==> config.mk <==
export PLATFORM = sky130hd
export DESIGN_NAME = qpsk_mix_mod
export DESIGN_NICKNAME = d
export VERILOG_FILES = /design/src/rtl/qpsk_mix_pkg.sv /design/src/rtl/qpsk_carrier_lut.sv /design/src/rtl/qpsk_cla_add.sv /design/src/rtl/qpsk_branch_mix.sv /design/src/rtl/qpsk_mix_mod.sv
export SDC_FILE = /design/constraint.sdc
export NUM_CORES = 1
export LEC_CHECK = 0
export ABC_CLOCK_PERIOD_IN_PS = 16300
export CORE_MARGIN = 3
export CORE_UTILIZATION = 50
export CTS_BUF_LIST = sky130_fd_sc_hd__clkbuf_16
export DETAILED_ROUTE_END_ITERATION = 10
export MAX_ROUTING_LAYER = met4
export PLACE_DENSITY_LB_ADDON = 0.1
export SLEW_MARGIN = 20
export SYNTH_ARGS = -nofsm -noshare
export SYNTH_HDL_FRONTEND = slang
export SYNTH_SLANG_ARGS = --single-unit
==> constraint.sdc <==
create_clock -name clk -period 16.3 [get_ports clk]
set_input_delay 3.26 -clock clk [delete_from_list [all_inputs] [get_ports clk]]
set_output_delay 3.26 -clock clk [all_outputs]
set_load 0.02 [all_outputs]
==> src/rtl/qpsk_mix_pkg.sv <==
package qpsk_mix_pkg;

    localparam int SAMP_W  = 8;
    localparam int OUT_W   = SAMP_W + 1;
    localparam int LUT_N   = 16;
    localparam int PHASE_W = $clog2(LUT_N);
    localparam int AMP     = (2 ** (SAMP_W - 1)) - 1;

    typedef enum logic {ST_IDLE = 1'b0, ST_RUN = 1'b1} mix_state_t;

    typedef struct packed {
        logic i_bit;
        logic q_bit;
    } sym_pair_t;

    // quarter-wave sine in 16-bit fraction, scaled to AMP with rounding
    function automatic int quarter_amp(input int idx);
        int frac;
        case (idx)
            0:       frac = 0;
            1:       frac = 25080;
            2:       frac = 46341;
            3:       frac = 60547;
            default: frac = 65536;
        endcase
        return (AMP * frac + 32768) / 65536;
    endfunction

    function automatic logic signed [SAMP_W-1:0] sine_at(input logic [PHASE_W-1:0] ph);
        int idx;
        int v;
        idx = int'(ph[PHASE_W-3:0]);
        if (ph[PHASE_W-2]) idx = (LUT_N / 4) - idx;
        v = quarter_amp(idx);
        if (ph[PHASE_W-1]) v = -v;
        return v[SAMP_W-1:0];
    endfunction

endpackage

==> src/rtl/qpsk_carrier_lut.sv <==
module qpsk_carrier_lut
    import qpsk_mix_pkg::*;
(
    input  logic [PHASE_W-1:0]       phase,
    output logic signed [SAMP_W-1:0] cos_s,
    output logic signed [SAMP_W-1:0] sin_s
);
    localparam logic [PHASE_W-1:0] QUARTER = PHASE_W'(LUT_N / 4);

    assign sin_s = sine_at(phase);
    assign cos_s = sine_at(phase + QUARTER);
endmodule

==> src/rtl/qpsk_cla_add.sv <==
module qpsk_cla_add #(
    parameter int W = 9
) (
    input  logic [W-1:0] a,
    input  logic [W-1:0] b,
    input  logic         cin,
    output logic [W-1:0] sum
);
    logic [W-1:0] p;
    logic [W-1:0] g;
    logic [W-1:0] c;

    assign p = a ^ b;
    assign g = a & b;

    // flattened look-ahead: carry into bit i from every generate below it
    function automatic logic carry_into(input int i, input logic [W-1:0] pp,
                                        input logic [W-1:0] gg, input logic ci);
        logic acc;
        logic t;
        acc = 1'b0;
        for (int j = -1; j < i; j++) begin
            t = (j < 0) ? ci : gg[j];
            for (int k = j + 1; k < i; k++) t = t & pp[k];
            acc = acc | t;
        end
        return acc;
    endfunction

    for (genvar i = 0; i < W; i++) begin : g_carry
        assign c[i] = carry_into(i, p, g, cin);
    end

    assign sum = p ^ c;
endmodule

==> src/rtl/qpsk_branch_mix.sv <==
module qpsk_branch_mix
    import qpsk_mix_pkg::*;
(
    input  logic signed [SAMP_W-1:0] carrier,
    input  logic                     bit_val,
    output logic signed [OUT_W-1:0]  prod
);
    logic [OUT_W-1:0] ext;
    logic [OUT_W-1:0] flip;
    logic [OUT_W-1:0] sum_u;

    assign ext  = {carrier[SAMP_W-1], carrier};
    assign flip = bit_val ? ext : ~ext;

    // bit 0 means -1: invert and add one through the look-ahead adder
    qpsk_cla_add #(.W(OUT_W)) u_neg (
        .a   (flip),
        .b   ('0),
        .cin (~bit_val),
        .sum (sum_u)
    );

    assign prod = signed'(sum_u);
endmodule

==> src/rtl/qpsk_mix_mod.sv <==
module qpsk_mix_mod
    import qpsk_mix_pkg::*;
#(
    parameter int DATA_W = 16
) (
    input  logic                    clk,
    input  logic                    rst,
    input  logic                    en,
    input  logic [DATA_W-1:0]       data_word,
    output logic signed [OUT_W-1:0] mod_sample,
    output logic                    word_done
);
    localparam int NSYM  = DATA_W / 2;
    localparam int SYM_W = $clog2(NSYM);
    localparam logic [SYM_W-1:0]   SYM_LAST   = SYM_W'(NSYM - 1);
    localparam logic [PHASE_W-1:0] PHASE_LAST = PHASE_W'(LUT_N - 1);

    mix_state_t             state_q;
    logic [PHASE_W-1:0]     phase_q;
    logic [SYM_W-1:0]       sym_q;
    logic [DATA_W-1:0]      word_q;
    logic signed [OUT_W-1:0] out_q;
    logic                   done_q;

    logic [NSYM-1:0]        even_bits;
    logic [NSYM-1:0]        odd_bits;
    sym_pair_t              cur_sym;
    logic signed [SAMP_W-1:0] cos_s;
    logic signed [SAMP_W-1:0] sin_s;
    logic signed [OUT_W-1:0]  prod_i;
    logic signed [OUT_W-1:0]  prod_q;
    logic [OUT_W-1:0]         mix_sum;

    for (genvar k = 0; k < NSYM; k++) begin : g_split
        assign even_bits[k] = word_q[2*k];
        assign odd_bits[k]  = word_q[2*k+1];
    end

    assign cur_sym.i_bit = even_bits[sym_q];
    assign cur_sym.q_bit = odd_bits[sym_q];

    qpsk_carrier_lut u_lut (
        .phase (phase_q),
        .cos_s (cos_s),
        .sin_s (sin_s)
    );

    qpsk_branch_mix u_mix_i (
        .carrier (cos_s),
        .bit_val (cur_sym.i_bit),
        .prod    (prod_i)
    );

    qpsk_branch_mix u_mix_q (
        .carrier (sin_s),
        .bit_val (cur_sym.q_bit),
        .prod    (prod_q)
    );

    qpsk_cla_add #(.W(OUT_W)) u_sum (
        .a   (prod_i),
        .b   (prod_q),
        .cin (1'b0),
        .sum (mix_sum)
    );

    always_ff @(posedge clk) begin
        if (rst) begin
            state_q <= ST_IDLE;
            phase_q <= '0;
            sym_q   <= '0;
            word_q  <= '0;
            out_q   <= '0;
            done_q  <= 1'b0;
        end else begin
            done_q <= 1'b0;
            case (state_q)
                ST_IDLE: begin
                    out_q <= '0;
                    if (en) begin
                        word_q  <= data_word;
                        phase_q <= '0;
                        sym_q   <= '0;
                        state_q <= ST_RUN;
                    end
                end
                default: begin
                    if (en) begin
                        out_q   <= signed'(mix_sum);
                        phase_q <= phase_q + 1'b1;
                        if (phase_q == PHASE_LAST) begin
                            sym_q <= sym_q + 1'b1;
                            if (sym_q == SYM_LAST) begin
                                state_q <= ST_IDLE;
                                done_q  <= 1'b1;
                            end
                        end
                    end
                end
            endcase
        end
    end

    assign mod_sample = out_q;
    assign word_done  = done_q;
endmodule

==> out/metrics.csv <==
metric;value;unit
CP max stage cell;o21ai_0;
Main synth FF type;dfxtp_1;
Clock transition at path regs;50;ps
Vias;5507;
I/O pin total;29;
run status;finished, final reports clean;
Avg Vias per Cell;5.426;
post-route minimum period;10250;ps
worst-skew pair later-pin latency;280;ps
LEAKAGE;3.961;nW
core area;0.01393;mm²
Cell variety after synth;75;
Crit Path Max Fanout;17;
row cnt;43;
final WL;15720;µm
Rel. slew slack;26.09;%
largest net degree at the start of global routing;18;
MaxCap Viol Count;0;
Seq/Total Area, Yosys;9.541;%
unrepaired setup endpoints after global routing;false;
Area Overhead vs Synth;7.874;%
drt pass-1 iters;4;
Overflow after GRT;0;
leading cell types in the layout, fill and taps excluded;ha_1 (150), inv_1 (113), xnor2_1 (59);
WP data required;16490;ps
drt drc;0;
crit share post-route;62.91;%
Post-synth EDFFs;0;
CP delay by family, top;adder cells;
area share of and/or/nand/nor cells after synthesis;12.22;%
CTS Hold Buffers Added;0;
Worst Hold Class;reg2reg;
CP most frequent cell;ha_1;
Iteration-0 DRC Markers;261;
vias in the first global route;5722;
die extent in x;125.5;µm
Syn Std Cell Area;0.007134;mm²
TNS Setup;0;ps
CTS max path bufs;2;
Hold WS;458.8;ps
cell count after synthesis;819;
max incr delay on CP;820;ps
# resized after CTS;0;
post-synthesis adder-cell area fraction;40.06;%
CTS sink cnt;34;
first-pass GRT wire length;27700;µm
CTS buffer count;5;
FF/Latch Area;680.7;µm²
critical path arrival;10450;ps
initial antenna violation count;0;
share of cells above drive strength 1;5.030;%
CTS HTree Levels;2;
Post-DRT Antenna Nets;0;
post-placement cell count;1007;
CTS tree;yes;
Final HPWL DP;13260;µm
Final nets;1052;
Post-synth ARST share;0;%
warnings from Yosys;0;
Root Buffer;clkbuf_16;
commonest non-fill, non-tap cell in the layout;ha_1;
XOR/XNOR Fraction of Synth Area;10.91;%
WP buf/inv;6;
WL per Instance;15.49;µm
Clock Skews;3.348;ps
worst-margin pin slew;1106;ps
GP Congestion;0.9429;
FILL cells;1282;
Total Routing Usage GR;21.50;%
fraction of synthesized area in multiplexers;2.490;%
multi-input logic area;0.005929;mm²
worst IR drop on VDD;51.63;µV
Initial Util;51.20;%
syn_area_per_cell;8.711;µm²
Final Setup Violations;0;
Port-buffer cells;28;
count of endpoints failing hold in the final timing report;0;
FF+latch count, synth;34;
Die ar.;0.01574;mm²
Compound-Gate Fraction of Synth Area;17.29;%
Place WS;6130;ps
Setup CP Type;reg2reg;
CP Capture Type;flop;
total power;0.0004334;W
Worst Slack Setup Final;6046;ps
main combinational cell family by area after synthesis;adder cells;
fin. max-slew vios;0;
CP startpoint kind;flop;
Post-CTS Setup Inserts;0;
Die Y;125.5;µm
power per cell area;56.32;mW/mm²
Non-Filler Instances;1015;
Highest Clock Rate;97.53;MHz
ant diodes;0;
## power breakdown
part	total (W)	internal, W	switching (W)
sequential	0.0000935	0.0000895	0.00000394
combinational	0.000249	0.000112	0.000137
clock	0.0000906	0.0000557	0.0000349
## sequential cells by signal (all words and copies together) (netlist names)
name,flops
phase_q,4
word_q,16
state_q,1
word_done,1
mod_sample,9
sym_q,3
## cells in the mapped netlist (7+ instances only)
library cell,instances,area (µm²)
a21o_1,14,105.1
a21oi_1,43,215.2
a22o_1,18,157.7
and2_1,9,56.30
clkbuf_1,18,67.56
dfxtp_1,34,680.7
fa_1,49,980.9
ha_1,150,1877
inv_1,113,424.2
nand2_1,48,180.2
nand2b_1,9,56.30
nand3_1,10,50.05
nor2_1,43,161.4
nor2b_1,8,50.05
nor3_1,12,60.06
o21a_1,7,52.55
o21ai_0,30,150.1
or2_2,9,56.30
xnor2_1,59,516.8
xor2_1,28,245.2
## metrics by stage
stage / area [µm²] / utilization [%]
after floorplan: 7138 / -
after global placement: 7552 / 54.20
after detailed placement: 7552 / 54.20
after CTS: 7694 / 55.21
after global routing: 7696 / 55.23
final: 7696 / 55.23
## cell families after synthesis
family | Yosys count
adder cells (fa/ha/maj) | 199
AND/OR/NAND/NOR | 176
AO/OA/AOI/OAI | 172
buffers and inverters | 137
XOR/XNOR | 88
flip-flops | 34
multiplexers | 12
other | 1
## layout make-up
| type | instances | share of cell area [%] |
|---|---|---|
| Clock buffer | 5 | 1.626 |
| Clock inverter | 3 | 0.2113 |
| Inverter | 115 | 5.609 |
| Multi-Input combinational cell | 649 | 77.04 |
| Sequential cell | 34 | 8.844 |
| Tap cell | 180 | 2.926 |
| Timing Repair Buffer | 29 | 3.739 |
## final timing paths
check / from / end / slack [ps] / depth (start not counted)
worst min-delay path: mod_sample[6] / mod_sample[6] / 460 / 2
worst max-delay path: phase_q[0] / mod_sample[8] / 6050 / 36
worst min register to register: mod_sample[6] / mod_sample[6] / 460 / 2
worst max register to register: phase_q[0] / mod_sample[8] / 6050 / 36
## layer usage
layer | global-route usage, % | wire length, µm | part of all wire (%)
met5 | - | 0 | 0
met1 | 29.29 | 7621 | 48
met4 | 4.911 | 225 | 1.4
met3 | 2.008 | 300 | 1.9
met2 | 34.80 | 7572 | 48
## worst reg2reg max path, delay by kind of cell, from the launching register on
family | cells | cell delay, ps
fa+ha+maj | 10 | 3970
compound gates | 10 | 2770
simple gates | 8 | 1580
buf+inv | 6 | 1080
flops | 1 | 550
xor+xnor | 2 | 230
(Power assumes the default switching activity.)
